**src/rtl/adc_seq_pkg.sv**
```systemverilog
package adc_seq_pkg;
  localparam int CSR_W    = 8;
  localparam int CH_SEL_W = 2;
  localparam int NUM_CH   = 1 << CH_SEL_W;
  localparam int ADDR_W   = CH_SEL_W + 1;

  typedef enum logic [1:0] {
    MODE_SINGLE = 2'b00,
    MODE_MULTI  = 2'b01,
    MODE_SCAN   = 2'b10,
    MODE_RSVD   = 2'b11
  } convMode_e;

  typedef struct packed {
    logic                storeEn;
    logic [CH_SEL_W-1:0] storeCh;
    logic                setFlag;
  } seqStrobe_t;
endpackage

```
**src/rtl/adc_trig_sync.sv**
```systemverilog
module adc_trig_sync #(
  parameter int SYNC_STAGES = 2
) (
  input  logic clk,
  input  logic rstN,
  input  logic trigN,
  output logic trigFall
);
  logic [SYNC_STAGES:0] pipe;

  always_ff @(posedge clk or negedge rstN) begin
    if (!rstN) pipe <= '1;
    else       pipe <= {pipe[SYNC_STAGES-1:0], trigN};
  end

  assign trigFall = pipe[SYNC_STAGES] & ~pipe[SYNC_STAGES-1];
endmodule

```
**src/rtl/adc_seq_ctrl.sv**
```systemverilog
module adc_seq_ctrl
  import adc_seq_pkg::*;
(
  input  logic                clk,
  input  logic                rstN,
  input  logic                standbyReq,
  input  logic                startSet,
  input  logic                startClr,
  input  logic                trigFall,
  input  convMode_e           cfgMode,
  input  logic [CH_SEL_W-1:0] cfgCh,
  input  logic [CH_SEL_W-1:0] chSelReg,
  input  logic                convDone,
  output seqStrobe_t          stb,
  output logic                startBit,
  output logic                convStart,
  output logic [CH_SEL_W-1:0] convCh
);
  typedef enum logic [1:0] {ST_IDLE, ST_ISSUE, ST_WAIT} seqState_e;

  seqState_e           state;
  logic                stopPend;
  logic [CH_SEL_W-1:0] curCh;
  logic [CH_SEL_W-1:0] runCh;
  convMode_e           runMode;

  logic doneNow, lastCh, stopNow, isSingle;

  assign isSingle = (runMode == MODE_SINGLE);
  assign doneNow  = (state == ST_WAIT) && convDone;
  assign lastCh   = isSingle || (curCh == runCh);
  assign stopNow  = stopPend || startClr;

  always_comb begin
    stb.storeEn = doneNow && !standbyReq;
    stb.storeCh = curCh;
    stb.setFlag = doneNow && !standbyReq && lastCh;
  end

  always_ff @(posedge clk or negedge rstN) begin
    if (!rstN) begin
      state    <= ST_IDLE;
      startBit <= 1'b0;
      stopPend <= 1'b0;
      curCh    <= '0;
      runCh    <= '0;
      runMode  <= MODE_SINGLE;
    end else if (standbyReq) begin
      state    <= ST_IDLE;
      startBit <= 1'b0;
      stopPend <= 1'b0;
    end else begin
      unique case (state)
        ST_IDLE: begin
          if (startSet || trigFall) begin
            startBit <= 1'b1;
            stopPend <= 1'b0;
            runMode  <= cfgMode;
            runCh    <= cfgCh;
            curCh    <= (cfgMode == MODE_SINGLE) ? cfgCh : '0;
            state    <= ST_ISSUE;
          end
        end
        ST_ISSUE: begin
          state <= ST_WAIT;
          if (startClr) stopPend <= 1'b1;
        end
        ST_WAIT: begin
          if (doneNow) begin
            if (isSingle) begin
              state    <= ST_IDLE;
              startBit <= 1'b0;
              stopPend <= 1'b0;
            end else if (lastCh) begin
              if (runMode == MODE_SCAN && !stopNow) begin
                curCh <= '0;
                state <= ST_ISSUE;
              end else begin
                state    <= ST_IDLE;
                startBit <= 1'b0;
                stopPend <= 1'b0;
              end
            end else if (stopNow) begin
              state    <= ST_IDLE;
              startBit <= 1'b0;
              stopPend <= 1'b0;
            end else begin
              curCh <= curCh + CH_SEL_W'(1);
              state <= ST_ISSUE;
            end
          end else if (startClr) begin
            stopPend <= 1'b1;
          end
        end
        default: state <= ST_IDLE;
      endcase
    end
  end

  assign convStart = (state == ST_ISSUE);
  assign convCh    = curCh;

  assert_start_pulse_R6: assert property (@(posedge clk) disable iff (!rstN)
    convStart |=> !convStart);

  assert_ch_in_group_R7: assert property (@(posedge clk) disable iff (!rstN)
    convStart |-> (convCh <= chSelReg));

  assert_stop_on_done_R9: assert property (@(posedge clk) disable iff (!rstN)
    $fell(startBit) |-> $past(convDone || standbyReq));

  assert_standby_abort_R11: assert property (@(posedge clk) disable iff (!rstN)
    standbyReq |=> !startBit);
endmodule

```
**src/rtl/adc_seq_dpath.sv**
```systemverilog
module adc_seq_dpath
  import adc_seq_pkg::*;
#(
  parameter int DATA_W = 10
) (
  input  logic                clk,
  input  logic                rstN,
  input  logic                busWr,
  input  logic                busRd,
  input  logic                busDma,
  input  logic [ADDR_W-1:0]   busAddr,
  input  logic [CSR_W-1:0]    busWdata,
  output logic [DATA_W-1:0]   busRdata,
  input  logic [DATA_W-1:0]   convResult,
  input  seqStrobe_t          stb,
  input  logic                startBit,
  output convMode_e           cfgMode,
  output logic [CH_SEL_W-1:0] cfgCh,
  output logic [CH_SEL_W-1:0] chSelReg,
  output logic                startSet,
  output logic                startClr,
  output logic                flagOut,
  output logic                irq
);
  logic                flag, intEn, armed;
  convMode_e           modeReg;
  logic                isCsr, isData, csrWr, csrRd, dmaClr, cfgWrOk;
  logic [CH_SEL_W-1:0] dataIdx;
  logic [CSR_W-1:0]    csrRead;
  logic [DATA_W-1:0]   chData [NUM_CH];
  logic                unusedBits;

  assign unusedBits = busWdata[2];

  assign isCsr   = (busAddr == '0);
  assign isData  = busAddr[ADDR_W-1];
  assign dataIdx = busAddr[CH_SEL_W-1:0];
  assign csrWr   = busWr && isCsr;
  assign csrRd   = busRd && isCsr;
  assign dmaClr  = busRd && busDma && isData;
  assign cfgWrOk = csrWr && !startBit;

  assign startSet = csrWr && busWdata[5];
  assign startClr = csrWr && !busWdata[5];

  assign cfgMode = cfgWrOk ? convMode_e'(busWdata[4:3]) : modeReg;
  assign cfgCh   = cfgWrOk ? busWdata[1:0] : chSelReg;

  always_ff @(posedge clk or negedge rstN) begin
    if (!rstN) begin
      modeReg  <= MODE_SINGLE;
      chSelReg <= '0;
      intEn    <= 1'b0;
    end else if (csrWr) begin
      intEn <= busWdata[6];
      if (!startBit) begin
        modeReg  <= convMode_e'(busWdata[4:3]);
        chSelReg <= busWdata[1:0];
      end
    end
  end

  always_ff @(posedge clk or negedge rstN) begin
    if (!rstN)                armed <= 1'b0;
    else if (csrWr)           armed <= 1'b0;
    else if (csrRd && flag)   armed <= 1'b1;
  end

  always_ff @(posedge clk or negedge rstN) begin
    if (!rstN)                                       flag <= 1'b0;
    else if (stb.setFlag)                            flag <= 1'b1;
    else if ((csrWr && !busWdata[7] && armed) || dmaClr) flag <= 1'b0;
  end

  for (genvar k = 0; k < NUM_CH; k++) begin : g_chan
    logic [DATA_W-1:0] held;
    always_ff @(posedge clk or negedge rstN) begin
      if (!rstN) held <= '0;
      else if (stb.storeEn && stb.storeCh == CH_SEL_W'(k)) held <= convResult;
    end
    assign chData[k] = held;
  end

  assign csrRead = {flag, intEn, startBit, modeReg, 1'b0, chSelReg};

  always_comb begin
    busRdata = '0;
    if (isCsr)       busRdata = DATA_W'(csrRead);
    else if (isData) busRdata = chData[dataIdx];
  end

  assign flagOut = flag;
  assign irq     = flag && intEn;

  assert_flag_clear_by_access_R3: assert property (@(posedge clk) disable iff (!rstN)
    $fell(flag) |-> $past(busWr || (busRd && busDma)));

  assert_flag_write1_noset_R2: assert property (@(posedge clk) disable iff (!rstN)
    (!flag && csrWr && busWdata[7] && !stb.setFlag) |=> !flag);
endmodule

```
**src/rtl/adc_seq.sv**
```systemverilog
module adc_seq
  import adc_seq_pkg::*;
#(
  parameter int DATA_W      = 10,
  parameter int SYNC_STAGES = 2
) (
  input  logic                clk,
  input  logic                rstN,
  input  logic                standbyReq,
  input  logic                busWr,
  input  logic                busRd,
  input  logic                busDma,
  input  logic [ADDR_W-1:0]   busAddr,
  input  logic [CSR_W-1:0]    busWdata,
  output logic [DATA_W-1:0]   busRdata,
  input  logic                trigN,
  output logic                convStart,
  output logic [CH_SEL_W-1:0] convCh,
  input  logic                convDone,
  input  logic [DATA_W-1:0]   convResult,
  output logic                irq
);
  seqStrobe_t          stb;
  logic                startBit, startSet, startClr, trigFall, flagOut;
  convMode_e           cfgMode;
  logic [CH_SEL_W-1:0] cfgCh, chSelReg;

  adc_trig_sync #(.SYNC_STAGES(SYNC_STAGES)) u_sync (
    .clk(clk), .rstN(rstN), .trigN(trigN), .trigFall(trigFall));

  adc_seq_ctrl u_ctrl (
    .clk(clk), .rstN(rstN), .standbyReq(standbyReq),
    .startSet(startSet), .startClr(startClr), .trigFall(trigFall),
    .cfgMode(cfgMode), .cfgCh(cfgCh), .chSelReg(chSelReg),
    .convDone(convDone), .stb(stb), .startBit(startBit),
    .convStart(convStart), .convCh(convCh));

  adc_seq_dpath #(.DATA_W(DATA_W)) u_dpath (
    .clk(clk), .rstN(rstN), .busWr(busWr), .busRd(busRd), .busDma(busDma),
    .busAddr(busAddr), .busWdata(busWdata), .busRdata(busRdata),
    .convResult(convResult), .stb(stb), .startBit(startBit),
    .cfgMode(cfgMode), .cfgCh(cfgCh), .chSelReg(chSelReg),
    .startSet(startSet), .startClr(startClr), .flagOut(flagOut), .irq(irq));

  assert_flag_set_on_done_R6: assert property (@(posedge clk) disable iff (!rstN)
    $rose(flagOut) |-> $past(convDone));
endmodule

```
**config.mk**
```make
export PLATFORM = sky130hd
export DESIGN_NAME = adc_seq
export DESIGN_NICKNAME = d
export VERILOG_FILES = /design/src/rtl/adc_seq_pkg.sv /design/src/rtl/adc_trig_sync.sv /design/src/rtl/adc_seq_ctrl.sv /design/src/rtl/adc_seq_dpath.sv /design/src/rtl/adc_seq.sv
export SDC_FILE = /design/constraint.sdc
export NUM_CORES = 1
export LEC_CHECK = 0
export BUFFER_PORTS_ARGS = -buffer_cell sky130_fd_sc_hd__buf_4
export CAP_MARGIN = 20
export CORE_UTILIZATION = 50
export CTS_CLUSTER_DIAMETER = 200
export DETAILED_ROUTE_END_ITERATION = 16
export GPL_TIMING_DRIVEN = 0
export PLACE_DENSITY = 0.74
export REMOVE_ABC_BUFFERS = 1
export SLEW_MARGIN = 20
export SYNTH_ARGS = -nofsm -noshare
export SYNTH_HDL_FRONTEND = slang
export SYNTH_SLANG_ARGS = --single-unit
```
**constraint.sdc**
```tcl
create_clock -name clk -period 1.7 [get_ports clk]
set_input_delay 0.34 -clock clk [delete_from_list [all_inputs] [get_ports clk]]
set_output_delay 0.34 -clock clk [all_outputs]
set_load 0.005 [all_outputs]
```
# Yosys cells after proc, flatten, opt, wreduce, memory -nomap -nowiden
# Cells that the tools add are included.
[totals]
ff_bits = 60
latch_bits = 0
ram_bits = 0
romBits = 0
in_bits = 29
mem_count = 0
[op_classes]
n_addsub = 1
mul = 0
n_div = 0
magnitude_cmp = 1
n_eq_ne = 18
shift = 0
n_mux = 40
n_bitwise = 5
n_reduce_logical = 44
[ops]
columns = ["operator", "n"]
rows = [
  ["$mux W10", 4],
  ["$mux W2", 14],
  ["$bmux W10 S2", 1],
  ["$logic_and A1 B1 Y1", 19],
  ["$mux W1", 17],
  ["$ne A6 B6 Y1 const B", 2],
  ["$ne A3 B2 Y1 const B", 3],
  ["$eq A2 B2 Y1 const B", 4],
  ["$logic_not A2 Y1", 4],
  ["$reduce_and A7 Y1", 1],
  ["$pmux W2 S3", 1],
  ["$reduce_bool A2 Y1", 3],
  ["$logic_not A1 Y1", 5],
  ["$ne A5 B2 Y1 const B", 1],
  ["$ne A5 B5 Y1 const B", 1],
  ["$reduce_and A5 Y1", 1],
  ["$eq A2 B1 Y1 const B", 2],
  ["$logic_or A1 B1 Y1", 4],
  ["$ne A2 B1 Y1 const B", 2],
  ["$pmux W2 S2", 1],
  ["$reduce_and A2 Y1", 2],
  ["$reduce_and A4 Y1", 1],
  ["$reduce_bool A4 Y1", 1],
  ["$ge A3 B3 Y1 const B", 1],
  ["12 further kinds", 14],
]

# Depth between registers and ports, before layout
[logic_depth]
ltp_word = 12
mapped_depth = 8
ltp_nobuf = 7

# Modules after synthesis
# Synthesis repeated with hierarchy kept, for this count alone.
[hier_totals]
cells_unflattened = 229
area_unflattened_um2 = 2976.6
[modules_own_cells]
columns = ["mod", "n_inst", "cells_each", "area_each_um2", "seq_area_each_um2"]
rows = [
  ["adc_seq_dpath", 1, 155, 2222.1, 1176.1],
  ["adc_seq_ctrl", 1, 70, 661.9, 250.2],
  ["adc_trig_sync", 1, 4, 92.6, 78.8],
]

# Least setup slack after synthesis
# No wires, ideal clock.
[synth_timing]
kind = "input-to-reg"
startpoint = "input busAddr[2]"
endpoint = "register u_ctrl.runMode[0]"
setup_ps = 125
arrival_ps = 1684
slack_ps = -108
path_stages = 4
cell_sequence = "or4b_4 > nor2_4 > mux2_2 > mux2_2"
[synth_via]
elab_cells_between_ends = 7
cone_classes = "mux: 1; reduce/logical: 6"
[synth_rtl]
columns = ["element", "line", "rtl"]
rows = [
  ["from (decl)", "adc_seq.sv:13", "input logic [ADDR_W-1:0] busAddr,"],
  ["$logic_not A3 Y1", "adc_seq_dpath.sv:35", "assign isCsr = (busAddr == '0);"],
  ["$logic_and A1 B1 Y1", "adc_seq_dpath.sv:38", "assign csrWr = busWr && isCsr;"],
  ["$logic_and A1 B1 Y1", "adc_seq_dpath.sv:41", "assign cfgWrOk = csrWr && !startBit;"],
  ["$mux W2", "adc_seq_dpath.sv:46", "assign cfgMode = cfgWrOk ? convMode_e'(busWdata[4:3]) : modeReg;"],
  ["via cfgMode[0]", "adc_seq.sv:25", "convMode_e cfgMode;"],
  ["to (signal assigned)", "adc_seq_ctrl.sv:58", "runMode <= cfgMode;"],
  ["to (decl)", "adc_seq_ctrl.sv:25", "convMode_e runMode;"],
]
# The timed path passes the listed nets, and every way through them passes these cells.
# A chain may end at the register's enable or synchronous reset.

# Worst setup path in the final report
[layout_timing]
startpoint = "register u_dpath.g_chan[3].held[4]"
endpoint = "output busRdata[4]"
[layout_via]
elab_chain_len = 5
[layout_lines]
columns = ["element", "line", "rtl"]
rows = [
  ["from (decl)", "adc_seq_dpath.sv:76", "logic [DATA_W-1:0] held;"],
  ["from (signal assigned)", "adc_seq_dpath.sv:79", "else if (stb.storeEn && stb.storeCh == CH_SEL_W'(k)) held <= convResult;"],
  ["$bmux W10 S2", "adc_seq_dpath.sv:89", "else if (isData) busRdata = chData[dataIdx];"],
  ["$mux W10 (implied by the code) (2 in series)", "adc_seq_dpath.sv:89", ""],
  ["$mux W10", "adc_seq_dpath.sv:89", ""],
  ["$mux W10", "adc_seq_dpath.sv:88", "if (isCsr) busRdata = DATA_W'(csrRead);"],
  ["to (decl)", "adc_seq.sv:15", "output logic [DATA_W-1:0] busRdata,"],
]
# Every way passes these cells. The select of a mux whose other input is x is not followed.

==> qor.yml <==
die_w_um: 79.2
place_congestion: 0.829
required_ns: 1.36
rsz0062_at_grt: "true"
antenna_found_initial: 0
antenna_cells: 0
drt-total-wl_mm: 6.37
dp_hpwl_mm: 3.94
ir_worst_vdd_v: 0.000669
layout.nets: 326
timing.final.crit_share_pct: 106
fmax_mhz: 554
max_cap_viol_count: 0
relSlewSlack_pct: 50.6
cts.htree.levels: 3
synth_common_cells: "57 x dfrtp_1, 46 x mux2_2, 25 x nand2_1, 10 x mux4_2, 10 x nor2_1"
yosysTopAreaCell: "dfrtp_1"
final_cell_area_mm2: 0.00389
nFillCells: 397
yosysTopAreaCellShare_pct: 47.9
ant_nets: 0
start_kind: "flop"
synthFlopType: "dfrtp_1"
numCtsBuffers: 9
initial_core_util_pct: 53.1
status: "finished with violations"
cp_max_fo: 2
synth_edf_count: 0
place_area_mm2: 0.00334
hold_ws_ns: 0.0674
drtIter0Drc: 98
fin_skew_ns: 0.00756
cp-end-kind: "output port"
post_drt_wl_per_cell_um: 17.4
pre_cts_slack_ns: -0.540
power_density_mw_per_mm2: 1270
overflow: 0
path_depth: 4
worstMarginPinSlew_ns: 0.742
cp_slowest_cell: "mux4_2"
ys_warn_count: 0
clk_latency_ns: 0.34
crit_end: "busRdata[4]"
hold_viol_final: 0
r2r_cells: 7
area_growth_pct: 30.6
via_count: 2031
synth_cell_types: 38
remaining_drc_errors: 0
worstReg2RegStart: "u_ctrl.state[0]$_DFFE_PN0P_"
die_height_um: 79.2
die_area_mm2: 0.00627
crit_type: "reg -> out"
timing.rr.end: "u_ctrl.convCh[1]$_DFFE_PN0P_"
worst-path-buf-inv: 1
syn_inst: 230
synth-seq-cells: 60
yosys-top-cells-area: "dfrtp_1 48%, mux2_2 17%, mux4_2 7.6%"
track_usage_pct: 22.4
syn_area_mm2: 0.00298
num_rows: 27
grt_start_max_net_pins: 61
top_level_ports: 43
period_needed_ns: 1.81
clk_pin_slew_ns: 0.07
clock-sinks: 60
violations: "setup timing"
root_buffer: "clkbuf_8"
r2r_slack_ns: 0.06
synth-seq-area-share_pct: 50.5
path_cells: "mux4_2, nand2_1, o21ai_1, buf_4"
crit_family: "multiplexers"
first_global_vias: 2234
async_flop_share_pct: 100
synth.avg_cell_area_um2: 13.0
slew_viol_final: 0
hp-class: "in -> async"
setup_violations: 10
critPathLaunch: "u_dpath.g_chan[3].held[4]$_DFFE_PN0P_"
layout-drive-gt1-share_pct: 56.1
cpPeakStageDelay_ns: 0.47
timing.final.ws_setup_ns: -0.106
coreArea_mm2: 0.00561
cts_buffer_depth: 2
portBuffers: 41
grt_pass1_wl_mm: 10.6
cts_tree: "yes"
dr.pass1.iters: 4
vias_per_cell: 5.55
cp.arrival_ns: 1.47
yosysMostFrequentCell: "dfrtp_1"
p_leak_nw: 1.89
## cell usage in the layout (no fill, tap or decap), types with 2 or more instances in the layout
| cell | count |
|---|---|
| a21oi_1 | 5 |
| and2_1 | 3 |
| buf_12 | 3 |
| buf_4 | 49 |
| buf_6 | 2 |
| clkbuf_8 | 10 |
| clkinv_2 | 2 |
| clkinvlp_4 | 2 |
| dfrtp_1 | 57 |
| dfstp_2 | 3 |
| ha_1 | 6 |
| ha_4 | 2 |
| inv_1 | 6 |
| mux2_2 | 41 |
| mux2_4 | 9 |
| mux2i_1 | 2 |
| mux4_2 | 10 |
| nand2_1 | 17 |
| nand2_2 | 4 |
| nand2_4 | 2 |
| nand2_8 | 2 |
| nand2b_1 | 2 |
| nand3_1 | 4 |
| nand3b_1 | 3 |
| nor2_1 | 7 |
| nor2_4 | 3 |
| o21ai_1 | 4 |
| o21ai_2 | 4 |
| o221ai_1 | 2 |
| xor2_1 | 2 |
## per-layer routing
metal | GRT usage, % | part of all wire (%) | up-vias
li1 | - | - | 950
met1 | 29.0 | 44 | 1035
met2 | 37.2 | 52 | 37
met3 | 5.63 | 3.3 | 9
met4 | 6.91 | 0.99 | 0
met5 | 0 | 0 | -
## layout make-up
type	instances	area, um^2	share of cell area [%]
Multi-Input combinational cell	156	1590	40.9
Inverter	7	26.3	0.675
Tap cell	72	90.1	2.32
Timing Repair Buffer	55	478	12.3
Sequential cell	60	1510	38.7
Clock buffer	10	138	3.54
Clock inverter	6	63.8	1.64
## worst min path at each step
stage / startpoint / endpoint / cells past startpoint
4_1_cts: rstN / u_dpath.g_chan[0].held[9]$_DFFE_PN0P_ / 1
2_1_floorplan: rstN / u_ctrl.convCh[0]$_DFFE_PN0P_ / 0
6_report: rstN / u_dpath.g_chan[0].held[0]$_DFFE_PN0P_ / 1
5_1_grt: trigN / u_sync.pipe[0]$_DFF_PN1_ / 1
3_3_place_gp: u_sync.pipe[0]$_DFF_PN1_ / u_sync.pipe[1]$_DFF_PN1_ / 0
3_5_place_dp: u_sync.pipe[0]$_DFF_PN1_ / u_sync.pipe[1]$_DFF_PN1_ / 0
## state kept, by name, indices dropped and copies added, names as in the netlist
register             cells
u_ctrl.runCh             2
u_dpath.g_chan.held     40
u_ctrl.stopPend          1
u_ctrl.convCh            2
u_ctrl.runMode           2
u_dpath.intEn            1
u_dpath.chSelReg         2
u_dpath.modeReg          2
u_ctrl.startBit          1
u_sync.pipe              3
u_dpath.armed            1
u_dpath.flagOut          1
u_ctrl.state             2
## cell families (layout without fill, tap and decap cells)
logic type / after synthesis / count (layout) / synth area share [%]
AOI/OAI and AO/OA: 27 / 27 / 6.43
muxes: 62 / 62 / 27.1
and+or+nand+nor: 57 / 57 / 9.87
adders and majority gates: 8 / 8 / 3.36
xor gates and xnor gates: 2 / 2 / 0.588
DFF: 60 / 60 / 50.5
buffers and inverters: 14 / 78 / 2.10
## stage by stage
step	total power [W]	utilization [%]	cells	TNS, ns
floorplan	0.00284	-	223	-2.06
global placement	0.00322	59.6	336	-25.03
detailed placement	0.00327	59.6	336	-24.71
CTS	0.00472	66.4	359	-0.993
global route	0.00520	69.4	366	-1.50
finish	0.00493	69.4	366	-0.891
## where the power goes
group	switching, W	internal [W]
sequential	0.000275	0.00178
combinational	0.000701	0.000893
clock	0.000564	0.000713
total	0.00154	0.00339
## repair_timing
| item | in CTS | in global routing |
|---|---|---|
| pin swaps | 8 | 8 |
| endpoints found under the setup margin | 56 | 57 |
| hold buffers | 0 | 0 |
| setup buffers | 7 | 7 |
| gates resized for setup | 40 | 23 |
Power figures use the tool's default switching activity.
